<file path="src/rtl/tmr_pkg.sv">
// Shared register offsets, control field positions and source codes.
package tmr_pkg;
    localparam int OFF_CTRL = 'h00;
    localparam int OFF_PRE  = 'h04;
    localparam int OFF_STAT = 'h08;
    localparam int OFF_IEN  = 'h0C;
    localparam int OFF_CMP  = 'h10;
    localparam int OFF_CNT  = 'h24;

    localparam int BIT_RUN  = 0;
    localparam int BIT_WAIT = 3;
    localparam int SRC_LSB  = 6;
    localparam int SRC_W    = 3;
    localparam int BIT_FREE = 9;
    localparam int BIT_OSC  = 10;

    localparam int PRE_W    = 12;
    localparam int OSCDIV_LSB = 12;
    localparam int OSCDIV_W = 4;

    typedef enum logic [SRC_W-1:0] {
        SRC_BUS = 3'd1,
        SRC_PER = 3'd2,
        SRC_OSC = 3'd5
    } src_e;

    typedef struct packed {
        logic            osc_gate;
        logic            free_run;
        logic [SRC_W-1:0] src;
        logic            wait_flag;
        logic            run;
    } ctrl_t;
endpackage

</file>
<file path="src/rtl/tmr_div_stage.sv">
// Pulse divider: passes one of every (div+1) input pulses.
// Assumes input pulses last one cycle. A divisor that shrinks below the
// running count makes the next pulse pass at once.
module tmr_div_stage #(
    parameter int DIV_W = 4
) (
    input  logic             clk,
    input  logic             rst_n,
    input  logic             clr,
    input  logic             pulse_in,
    input  logic [DIV_W-1:0] div,
    output logic             pulse_out
);
    logic [DIV_W-1:0] cnt_q;
    logic             hit;

    // Last pulse of a division period.
    assign hit       = (cnt_q >= div);
    assign pulse_out = pulse_in && hit;

    // Count input pulses and restart after each output pulse.
    always_ff @(posedge clk) begin
        if (!rst_n || clr)  cnt_q <= '0;
        else if (pulse_in)  cnt_q <= hit ? '0 : cnt_q + 1'b1;
    end
endmodule

</file>
<file path="src/rtl/tmr_tick_gen.sv">
// Picks the tick source and applies the oscillator divider and prescaler.
// Assumes clr is high while the timer is stopped, so both dividers restart.
module tmr_tick_gen
    import tmr_pkg::*;
(
    input  logic                clk,
    input  logic                rst_n,
    input  logic                clr,
    input  logic [SRC_W-1:0]    src,
    input  logic                osc_gate,
    input  logic [OSCDIV_W-1:0] osc_div,
    input  logic [PRE_W-1:0]    pre_div,
    input  logic                per_tick_i,
    input  logic                osc_tick_i,
    output logic                tick
);
    logic osc_in, osc_pulse, src_pulse;

    // The oscillator path only sees pulses while its gate bit is set.
    assign osc_in = osc_tick_i && osc_gate;

    tmr_div_stage #(.DIV_W(OSCDIV_W)) u_oscdiv (
        .clk(clk), .rst_n(rst_n), .clr(clr),
        .pulse_in(osc_in), .div(osc_div), .pulse_out(osc_pulse)
    );

    // Source selection by code; unknown codes produce no pulse.
    always_comb begin
        unique case (src)
            SRC_BUS: src_pulse = 1'b1;
            SRC_PER: src_pulse = per_tick_i;
            SRC_OSC: src_pulse = osc_pulse;
            default: src_pulse = 1'b0;
        endcase
    end

    tmr_div_stage #(.DIV_W(PRE_W)) u_prescale (
        .clk(clk), .rst_n(rst_n), .clr(clr),
        .pulse_in(src_pulse), .div(pre_div), .pulse_out(tick)
    );
endmodule

</file>
<file path="src/rtl/tmr_counter.sv">
// Up-counter with compare. match pulses on the edge where the count steps
// onto cmp. Wrap-around is the natural modulo-2^CNT_W overflow.
module tmr_counter #(
    parameter int CNT_W = 32
) (
    input  logic             clk,
    input  logic             rst_n,
    input  logic             adv,
    input  logic [CNT_W-1:0] cmp,
    output logic [CNT_W-1:0] cnt,
    output logic             match
);
    logic [CNT_W-1:0] nxt;

    assign nxt   = cnt + 1'b1;
    assign match = adv && (nxt == cmp);

    // Step the count on each tick while running.
    always_ff @(posedge clk) begin
        if (!rst_n)   cnt <= '0;
        else if (adv) cnt <= nxt;
    end
endmodule

</file>
<file path="src/rtl/tmr_regs.sv">
// Register file: control, prescaler, sticky compare flag (write-one-to-clear),
// interrupt enable, compare value and read mux. The counter is read-only.
module tmr_regs
    import tmr_pkg::*;
#(
    parameter int ADDR_W = 8,
    parameter int CNT_W  = 32
) (
    input  logic              clk,
    input  logic              rst_n,
    input  logic [ADDR_W-1:0] bus_addr,
    input  logic              bus_we,
    input  logic [31:0]       bus_wdata,
    output logic [31:0]       bus_rdata,
    input  logic [CNT_W-1:0]  cnt,
    input  logic              match,
    output ctrl_t             ctrl,
    output logic [15:0]       pre,
    output logic [CNT_W-1:0]  cmp,
    output logic              flag,
    output logic              ien
);
    logic sel_ctrl, sel_pre, sel_stat, sel_ien, sel_cmp, sel_cnt;

    // Address decode.
    assign sel_ctrl = (bus_addr == ADDR_W'(OFF_CTRL));
    assign sel_pre  = (bus_addr == ADDR_W'(OFF_PRE));
    assign sel_stat = (bus_addr == ADDR_W'(OFF_STAT));
    assign sel_ien  = (bus_addr == ADDR_W'(OFF_IEN));
    assign sel_cmp  = (bus_addr == ADDR_W'(OFF_CMP));
    assign sel_cnt  = (bus_addr == ADDR_W'(OFF_CNT));

    // Writable configuration registers.
    always_ff @(posedge clk) begin
        if (!rst_n) begin
            ctrl <= '0;
            pre  <= '0;
            ien  <= 1'b0;
            cmp  <= '0;
        end else if (bus_we) begin
            if (sel_ctrl) begin
                ctrl.run       <= bus_wdata[BIT_RUN];
                ctrl.wait_flag <= bus_wdata[BIT_WAIT];
                ctrl.src       <= bus_wdata[SRC_LSB +: SRC_W];
                ctrl.free_run  <= bus_wdata[BIT_FREE];
                ctrl.osc_gate  <= bus_wdata[BIT_OSC];
            end
            if (sel_pre) pre <= bus_wdata[15:0];
            if (sel_ien) ien <= bus_wdata[0];
            if (sel_cmp) cmp <= bus_wdata[CNT_W-1:0];
        end
    end

    // Sticky flag: a match wins over a clear on the same edge.
    always_ff @(posedge clk) begin
        if (!rst_n)                              flag <= 1'b0;
        else if (match)                          flag <= 1'b1;
        else if (bus_we && sel_stat && bus_wdata[0]) flag <= 1'b0;
    end

    // Read mux; unmapped addresses read 0.
    always_comb begin
        bus_rdata = '0;
        if (sel_ctrl) begin
            bus_rdata[BIT_RUN]            = ctrl.run;
            bus_rdata[BIT_WAIT]           = ctrl.wait_flag;
            bus_rdata[SRC_LSB +: SRC_W]   = ctrl.src;
            bus_rdata[BIT_FREE]           = ctrl.free_run;
            bus_rdata[BIT_OSC]            = ctrl.osc_gate;
        end
        if (sel_pre)  bus_rdata[15:0]      = pre;
        if (sel_stat) bus_rdata[0]         = flag;
        if (sel_ien)  bus_rdata[0]         = ien;
        if (sel_cmp)  bus_rdata[CNT_W-1:0] = cmp;
        if (sel_cnt)  bus_rdata[CNT_W-1:0] = cnt;
    end
endmodule

</file>
<file path="src/rtl/cmp_timer_top.sv">
// Top of the compare timer: register file, tick generator and counter.
// Assumes per_tick_i and osc_tick_i are already synchronous to clk.
module cmp_timer_top
    import tmr_pkg::*;
#(
    parameter int ADDR_W = 8,
    parameter int CNT_W  = 32
) (
    input  logic              clk,
    input  logic              rst_n,
    input  logic [ADDR_W-1:0] bus_addr,
    input  logic              bus_we,
    input  logic [31:0]       bus_wdata,
    output logic [31:0]       bus_rdata,
    input  logic              per_tick_i,
    input  logic              osc_tick_i,
    output logic              irq_o
);
    ctrl_t            ctrl_q;
    logic [15:0]      pre_q;
    logic [CNT_W-1:0] cmp_q, cnt_q;
    logic             flag_q, ien_q, tick, match;

    tmr_regs #(.ADDR_W(ADDR_W), .CNT_W(CNT_W)) u_regs (
        .clk(clk), .rst_n(rst_n), .bus_addr(bus_addr), .bus_we(bus_we),
        .bus_wdata(bus_wdata), .bus_rdata(bus_rdata), .cnt(cnt_q),
        .match(match), .ctrl(ctrl_q), .pre(pre_q), .cmp(cmp_q),
        .flag(flag_q), .ien(ien_q)
    );

    tmr_tick_gen u_tick (
        .clk(clk), .rst_n(rst_n), .clr(!ctrl_q.run), .src(ctrl_q.src),
        .osc_gate(ctrl_q.osc_gate),
        .osc_div(pre_q[OSCDIV_LSB +: OSCDIV_W]),
        .pre_div(pre_q[PRE_W-1:0]),
        .per_tick_i(per_tick_i), .osc_tick_i(osc_tick_i), .tick(tick)
    );

    tmr_counter #(.CNT_W(CNT_W)) u_cnt (
        .clk(clk), .rst_n(rst_n), .adv(tick && ctrl_q.run),
        .cmp(cmp_q), .cnt(cnt_q), .match(match)
    );

    // Interrupt is the flag masked by its enable.
    assign irq_o = flag_q && ien_q;
endmodule

</file>
<file path="config.mk">
export PLATFORM = sky130hd
export DESIGN_NAME = cmp_timer_top
export DESIGN_NICKNAME = d
export VERILOG_FILES = /design/src/rtl/tmr_pkg.sv /design/src/rtl/tmr_div_stage.sv /design/src/rtl/tmr_tick_gen.sv /design/src/rtl/tmr_counter.sv /design/src/rtl/tmr_regs.sv /design/src/rtl/cmp_timer_top.sv
export SDC_FILE = /design/constraint.sdc
export NUM_CORES = 1
export LEC_CHECK = 0
export BUFFER_PORTS_ARGS = -buffer_cell sky130_fd_sc_hd__buf_2
export CELL_PAD_IN_SITES_DETAIL_PLACEMENT = 0
export CELL_PAD_IN_SITES_GLOBAL_PLACEMENT = 1
export CORE_MARGIN = 2
export CORE_UTILIZATION = 40
export DETAILED_ROUTE_END_ITERATION = 8
export GPL_ROUTABILITY_DRIVEN = 0
export PLACE_DENSITY = 0.77
export SYNTH_ARGS = -nofsm -noshare
export SYNTH_HDL_FRONTEND = slang
export SYNTH_SLANG_ARGS = --single-unit
</file>
<file path="constraint.sdc">
create_clock -name clk -period 3.91 [get_ports clk]
set_input_delay 0.782 -clock clk [delete_from_list [all_inputs] [get_ports clk]]
set_output_delay 0.782 -clock clk [all_outputs]
set_load 0.03 [all_outputs]
</file>
# ---- Yosys cells after proc, flatten, opt, wreduce, memory -nomap -nowiden
# Cells that the tools add are included.
dict set report classes {
  n_div 0
  n_bitwise 0
  muxes 13
  multipliers 0
  n_lt_le_gt_ge 2
  n_reduce_logical 17
  n_eq_ne 9
  shifts 0
  add_sub_neg 3
}
# operator count
set op_table {}
lappend op_table {{$mux 32} 2}
lappend op_table {{$add 32x1->32 const B} 1}
lappend op_table {{$eq 32x32->1} 1}
lappend op_table {{$eq 8x4->1 const B} 2}
lappend op_table {{$mux 16} 1}
lappend op_table {{$add 12x1->12 const B} 1}
lappend op_table {{$ge 12x12->1} 1}
lappend op_table {{$mux 12} 1}
lappend op_table {{$eq 8x3->1 const B} 1}
lappend op_table {{$eq 8x5->1 const B} 1}
lappend op_table {{$eq 8x6->1 const B} 1}
lappend op_table {{$logic_and 1x1->1} 8}
lappend op_table {{$logic_not 8->1} 1}
lappend op_table {{$reduce_and 2->1} 4}
lappend op_table {{$mux 1} 6}
lappend op_table {{$mux 5} 1}
lappend op_table {{$add 4x1->4 const B} 1}
lappend op_table {{$ge 4x4->1} 1}
lappend op_table {{$mux 4} 1}
lappend op_table {{$eq 3x1->1 const B} 1}
lappend op_table {{$eq 3x2->1 const B} 1}
lappend op_table {{$eq 3x3->1 const B} 1}
lappend op_table {{$pmux 1 s3} 1}
lappend op_table {{$logic_not 1->1} 2}
lappend op_table {{other kinds (2)} 2}
dict set report word_totals {
  input_bits 45
  latch_bits 0
  ram_bits 0
  elab_cells 56
  regBits 105
  memories 0
  output_inout_bits 33
  romBits 0
}

# ---- Logic depth before layout (Yosys ltp)
dict set report logic_depth {
  word_depth 7
  ltp_mapped 12
  mapped_depth_nobuf 10
}

# ---- Modules after synthesis
# From an unflattened synthesis, not the netlist that was laid out.
dict set report unflattened {
  cells_unflattened 809
  hier_area_um2 6846.6
}
# module seq_area_each_um2 n_inst cells_per_inst area_per_inst_um2
set modules_own_cells {}
lappend modules_own_cells {tmr_regs 1141.1 1 358 3072.9}
lappend modules_own_cells {tmr_counter 640.6 1 297 2462.4}
lappend modules_own_cells {{tmr_div_stage (u_tick.u_prescale)} 240.2 1 110 923.4}
lappend modules_own_cells {{tmr_div_stage (u_tick.u_oscdiv)} 80.1 1 36 329.1}
lappend modules_own_cells {tmr_tick_gen 0.0 1 5 42.5}
lappend modules_own_cells {cmp_timer_top 0.0 1 3 16.3}

# ---- Least setup slack after synthesis
# No wires, ideal clock.
dict set report synth_timing {
  kind {input to output}
  from {input port bus_addr[7]}
  to {output port bus_rdata[10]}
  t_arrival_ns 2.562
  path_stages 6
  slack_ns 0.566
  required_ns 3.128
  cell_sequence {nor4_1 and3_1 clkbuf_1 clkbuf_1 a222oi_1 a21oi_1}
}
dict set report synth_between {
  elab_chain_len 5
  elab_cells_between_ends 8
}
# item line
set synth_lines {}
lappend synth_lines {{start, declared} cmp_timer_top.sv:11} ;# input logic [ADDR_W-1:0] bus_addr,
lappend synth_lines {{$logic_not 8->1} tmr_regs.sv:26} ;# assign sel_ctrl = (bus_addr == ADDR_W'(OFF_CTRL));
lappend synth_lines {{$mux 5} tmr_regs.sv:64} ;# if (sel_ctrl) begin
lappend synth_lines {{$mux 16} tmr_regs.sv:71} ;# if (sel_pre) bus_rdata[15:0] = pre;
lappend synth_lines {{$mux 32} tmr_regs.sv:74} ;# if (sel_cmp) bus_rdata[CNT_W-1:0] = cmp;
lappend synth_lines {{$mux 32 (*)} tmr_regs.sv:75} ;# if (sel_cnt) bus_rdata[CNT_W-1:0] = cnt;
lappend synth_lines {{end, declared} cmp_timer_top.sv:14} ;# output logic [31:0] bus_rdata,
# Every way passes the cells marked *; elsewhere a longest branch is shown, timed or not.

# ---- Worst setup path after layout
dict set report layout_timing {
  from {input port bus_addr[7]}
  to {output port bus_rdata[0]}
}
dict set report layout_between {
  elab_chain_len 7
  elab_cells_between_ends 12
}
# item line
set layout_lines {}
lappend layout_lines {{$logic_not 8->1} tmr_regs.sv:26}
lappend layout_lines {{$mux 1} tmr_regs.sv:64}
lappend layout_lines {{$mux 16} tmr_regs.sv:71}
lappend layout_lines {{$mux 1} tmr_regs.sv:72} ;# if (sel_stat) bus_rdata[0] = flag;
lappend layout_lines {{$mux 1} tmr_regs.sv:73} ;# if (sel_ien) bus_rdata[0] = ien;
lappend layout_lines {{$mux 32} tmr_regs.sv:74}
lappend layout_lines {{$mux 32 (*)} tmr_regs.sv:75}
# Marks and branches as above.

==> summary.md <==
| Metric | Value |
|---|---|
| Count leader, synth | `nand2_1` |
| # clock sinks | `105` |
| Critical R2R Capture | `u_regs.flag` |
| WL per Instance | `18.0 um` |
| Period utilisation layout | `87.7%` |
| Syn avg cell area | `7.55 um2` |
| Setup TNS | `0 ns` |
| Clk_skew | `0.00834 ns` |
| Critical path type | `input pin to output pin` |
| H-tree depth | `3` |
| Post-CTS sizing | `0` |
| Setup repair after global routing missed its margin | `no` |
| Worst Hold Class | `flip-flop to flip-flop` |
| Critical Path End Type | `output pin` |
| Post-synthesis cell area | `6320 um2` |
| Final global-route overflow total | `0` |
| Worst-case clock buffer depth | `2` |
| Synth area leaders | `dfxtp_1 (33%), a21oi_1 (8.4%), nand2_1 (8.1%)` |
| Worst Tran Pin Value | `0.973 ns` |
| Sequential fraction of the synthesis area | `33.3%` |
| Worst EP arrival | `2.65 ns` |
| Reg2reg path depth | `8` |
| Area leader, netlist | `dfxtp_1` |
| Total number of vias | `6367` |
| Antenna cell count | `0` |
| Reg2reg setup slack | `0.72 ns` |
| Synth Net Count | `901` |
| Residual DRC | `0` |
| Hold Vio Cnt, Final | `0` |
| VDD IR-drop max | `214 uV` |
| Async SR Flop Fraction | `0%` |
| CP Max Fanout | `12` |
| Final WL | `19600 um` |
| Fmax | `292 MHz` |
| Min Clock Period, post-route | `3.43 ns` |
| Die Wd | `130 um` |
| Site row count | `45` |
| LEAKAGE | `2.53 nW` |
| Ys Warns | `0` |
| Drt first pass iters | `6` |
| Share of layout cells above drive strength 1 | `13.0%` |
| Max cap viols | `0` |
| Initial Utilization | `41.3%` |
| GRT Util Overall | `23.9%` |
| Crit path from | `bus_addr[7]` |
| First-pass GRT wire length | `31600 um` |
| Top Ports | `78` |
| Total power | `2.06 mW` |
| Post-DP Area | `6800 um2` |
| Final setup vio count | `0` |
| Die height | `130 um` |
| Cell area power density | `290 nW/um2` |
| Number of global-route vias before repair | `5992` |
| DP HPWL | `14400 um` |
| Worst EP required | `3.13 ns` |
| Prevailing post-synth register cell | `dfxtp_1` |
| Area delta synth->final | `12.2%` |
| Crit path to | `bus_rdata[0]` |
| #FFs+latches synth | `105` |
| Fin area | `7090 um2` |
| Num CTS Buffers | `9` |
| Post-CTS Hold Fix Bufs | `0` |
| Buffers on Ports | `77` |
| Largest net degree at the start of global routing | `88` |
| Commonest cells post-synth | `nand2_1 (136), a21oi_1 (106), dfxtp_1 (105)` |
| Post-synth EDFFs | `0` |
| Relative slew margins | `35.1%` |
| Critical path launch point type | `input pin` |
| TritonCTS clock tree | `built` |
| Post-Syn Instances | `837` |
| Share of the synthesized area in the top cell type | `33.3%` |
| R2r startpoint | `u_cnt.cnt[3]` |
| Initial antenna violation count | `0` |
| Post-layout nets | `935` |
| Vias/cell | `5.86` |
| DRT iter0 DRCs | `736` |
| Die area | `16800 um2` |
| Fin. max-slew vios | `0` |
| Clock-pin slew on the worst setup and hold paths | `0.08 ns` |
| Worst-Skew Late Latency | `0.36 ns` |
| Postcts setup bufs | `0` |
| Antenna viol nets, final | `0` |
| CORE AREA | `15300 um2` |
| Post-synthesis cell type count | `62` |
| Outcome | `complete, no violations` |
| Root Buffer | `clkbuf_16` |
[kinds of logic (layout without fill, tap and decap cells)]
| logic type | after synthesis | count (layout) | synth area share, % |
|---|---|---|---|
| AND/OR/NAND/NOR | 332 | 332 | 26.3 |
| AO/OA/AOI/OAI | 221 | 221 | 22.3 |
| buffers and inverters | 106 | 145 | 6.81 |
| flip-flops | 105 | 105 | 33.3 |
| XOR/XNOR | 50 | 50 | 6.93 |
| adder cells (fa/ha/maj) | 19 | 19 | 3.76 |
| multiplexers | 4 | 4 | 0.633 |
[routing by layer]
| layer | vias to the layer above | routed length [um] | track usage, % |
|---|---|---|---|
| met4 | 0 | 366 | 7.46 |
| li1 | 3078 | - | - |
| met2 | 237 | 9010 | 37.4 |
| met3 | 36 | 1430 | 5.45 |
| met1 | 3016 | 8790 | 32.8 |
| met5 | - | 0 | 0 |
[critical path, cell delays in order]
cell     delay [ns]
buf_2          0.11
nor4_1         0.49
and3_1         0.58
a22oi_1        0.16
o21ai_0        0.13
a221o_1        0.18
buf_2          0.21
[cells in the final DEF (no fill, tap or decap), types with 7 or more instances in the layout]
| cell | instances |
|---|---|
| and4_1 | 7 |
| xnor2_1 | 31 |
| or3_1 | 21 |
| xor2_1 | 19 |
| a21oi_1 | 106 |
| nand2_1 | 136 |
| nand4_1 | 17 |
| or4_1 | 10 |
| nor4_1 | 10 |
| buf_4 | 12 |
| and2_1 | 8 |
| a21o_1 | 7 |
| o31ai_1 | 10 |
| clkbuf_16 | 9 |
| nand3_1 | 35 |
| nor2_1 | 40 |
| a222oi_1 | 15 |
| buf_2 | 77 |
| dfxtp_1 | 105 |
| a22o_1 | 15 |
| nor3_1 | 13 |
| inv_1 | 38 |
| nand2b_1 | 7 |
| ha_1 | 19 |
| o21ai_0 | 29 |
[through the flow]
stage | utilization (%) | instances | hold slack [ns] | setup WS (ns)
floorplan | - | 837 | 0.436 | 0.566
global placement | 44.4 | 1071 | 0.455 | 0.588
detailed placement | 44.4 | 1071 | 0.456 | 0.471
CTS | 46.3 | 1087 | 0.466 | 0.479
global route | 46.3 | 1087 | 0.506 | 0.321
finish | 46.3 | 1087 | 0.470 | 0.481
[power breakdown]
part           internal, mW  switching [mW]  total (mW)  leakage [nW]
Combinational        0.0210          0.0398      0.0607          1.54
Sequential             1.07        0.000895        1.07         0.845
Clock                 0.468           0.460       0.927         0.149
Total                  1.56           0.501        2.06          2.53
[registers in the layout, indices dropped and copies added (netlist names)]
| name | count |
|---|---|
| u_regs.ctrl | 7 |
| u_tick.u_oscdiv.cnt_q | 4 |
| u_regs.ien | 1 |
| u_regs.pre | 16 |
| u_regs.flag | 1 |
| u_cnt.cnt | 32 |
| u_regs.cmp | 32 |
| u_tick.u_prescale.cnt_q | 12 |
[layout make-up]
type	instances	area (um2)
repair buffers	90	495
flip-flops and latches	105	2100
clock inverters	6	56.3
well taps	211	264
fillers	1595	8220
inverters	39	146
clock buffers	10	239
multi-input cells	626	3790
[worst min path at each step]
stage,startpoint,end,slack [ns],cells after the start
global route,u_regs.pre[14],u_regs.pre[14],0.51,2
floorplan,u_regs.ctrl[1],u_regs.ctrl[1],0.44,2
detailed placement,u_regs.ctrl[5],u_regs.ctrl[5],0.46,2
finish,u_regs.ctrl[1],u_regs.ctrl[1],0.47,2
global placement,u_regs.ctrl[1],u_regs.ctrl[1],0.46,2
CTS,u_regs.ctrl[5],u_regs.ctrl[5],0.47,2
(Power assumes the default switching activity.)
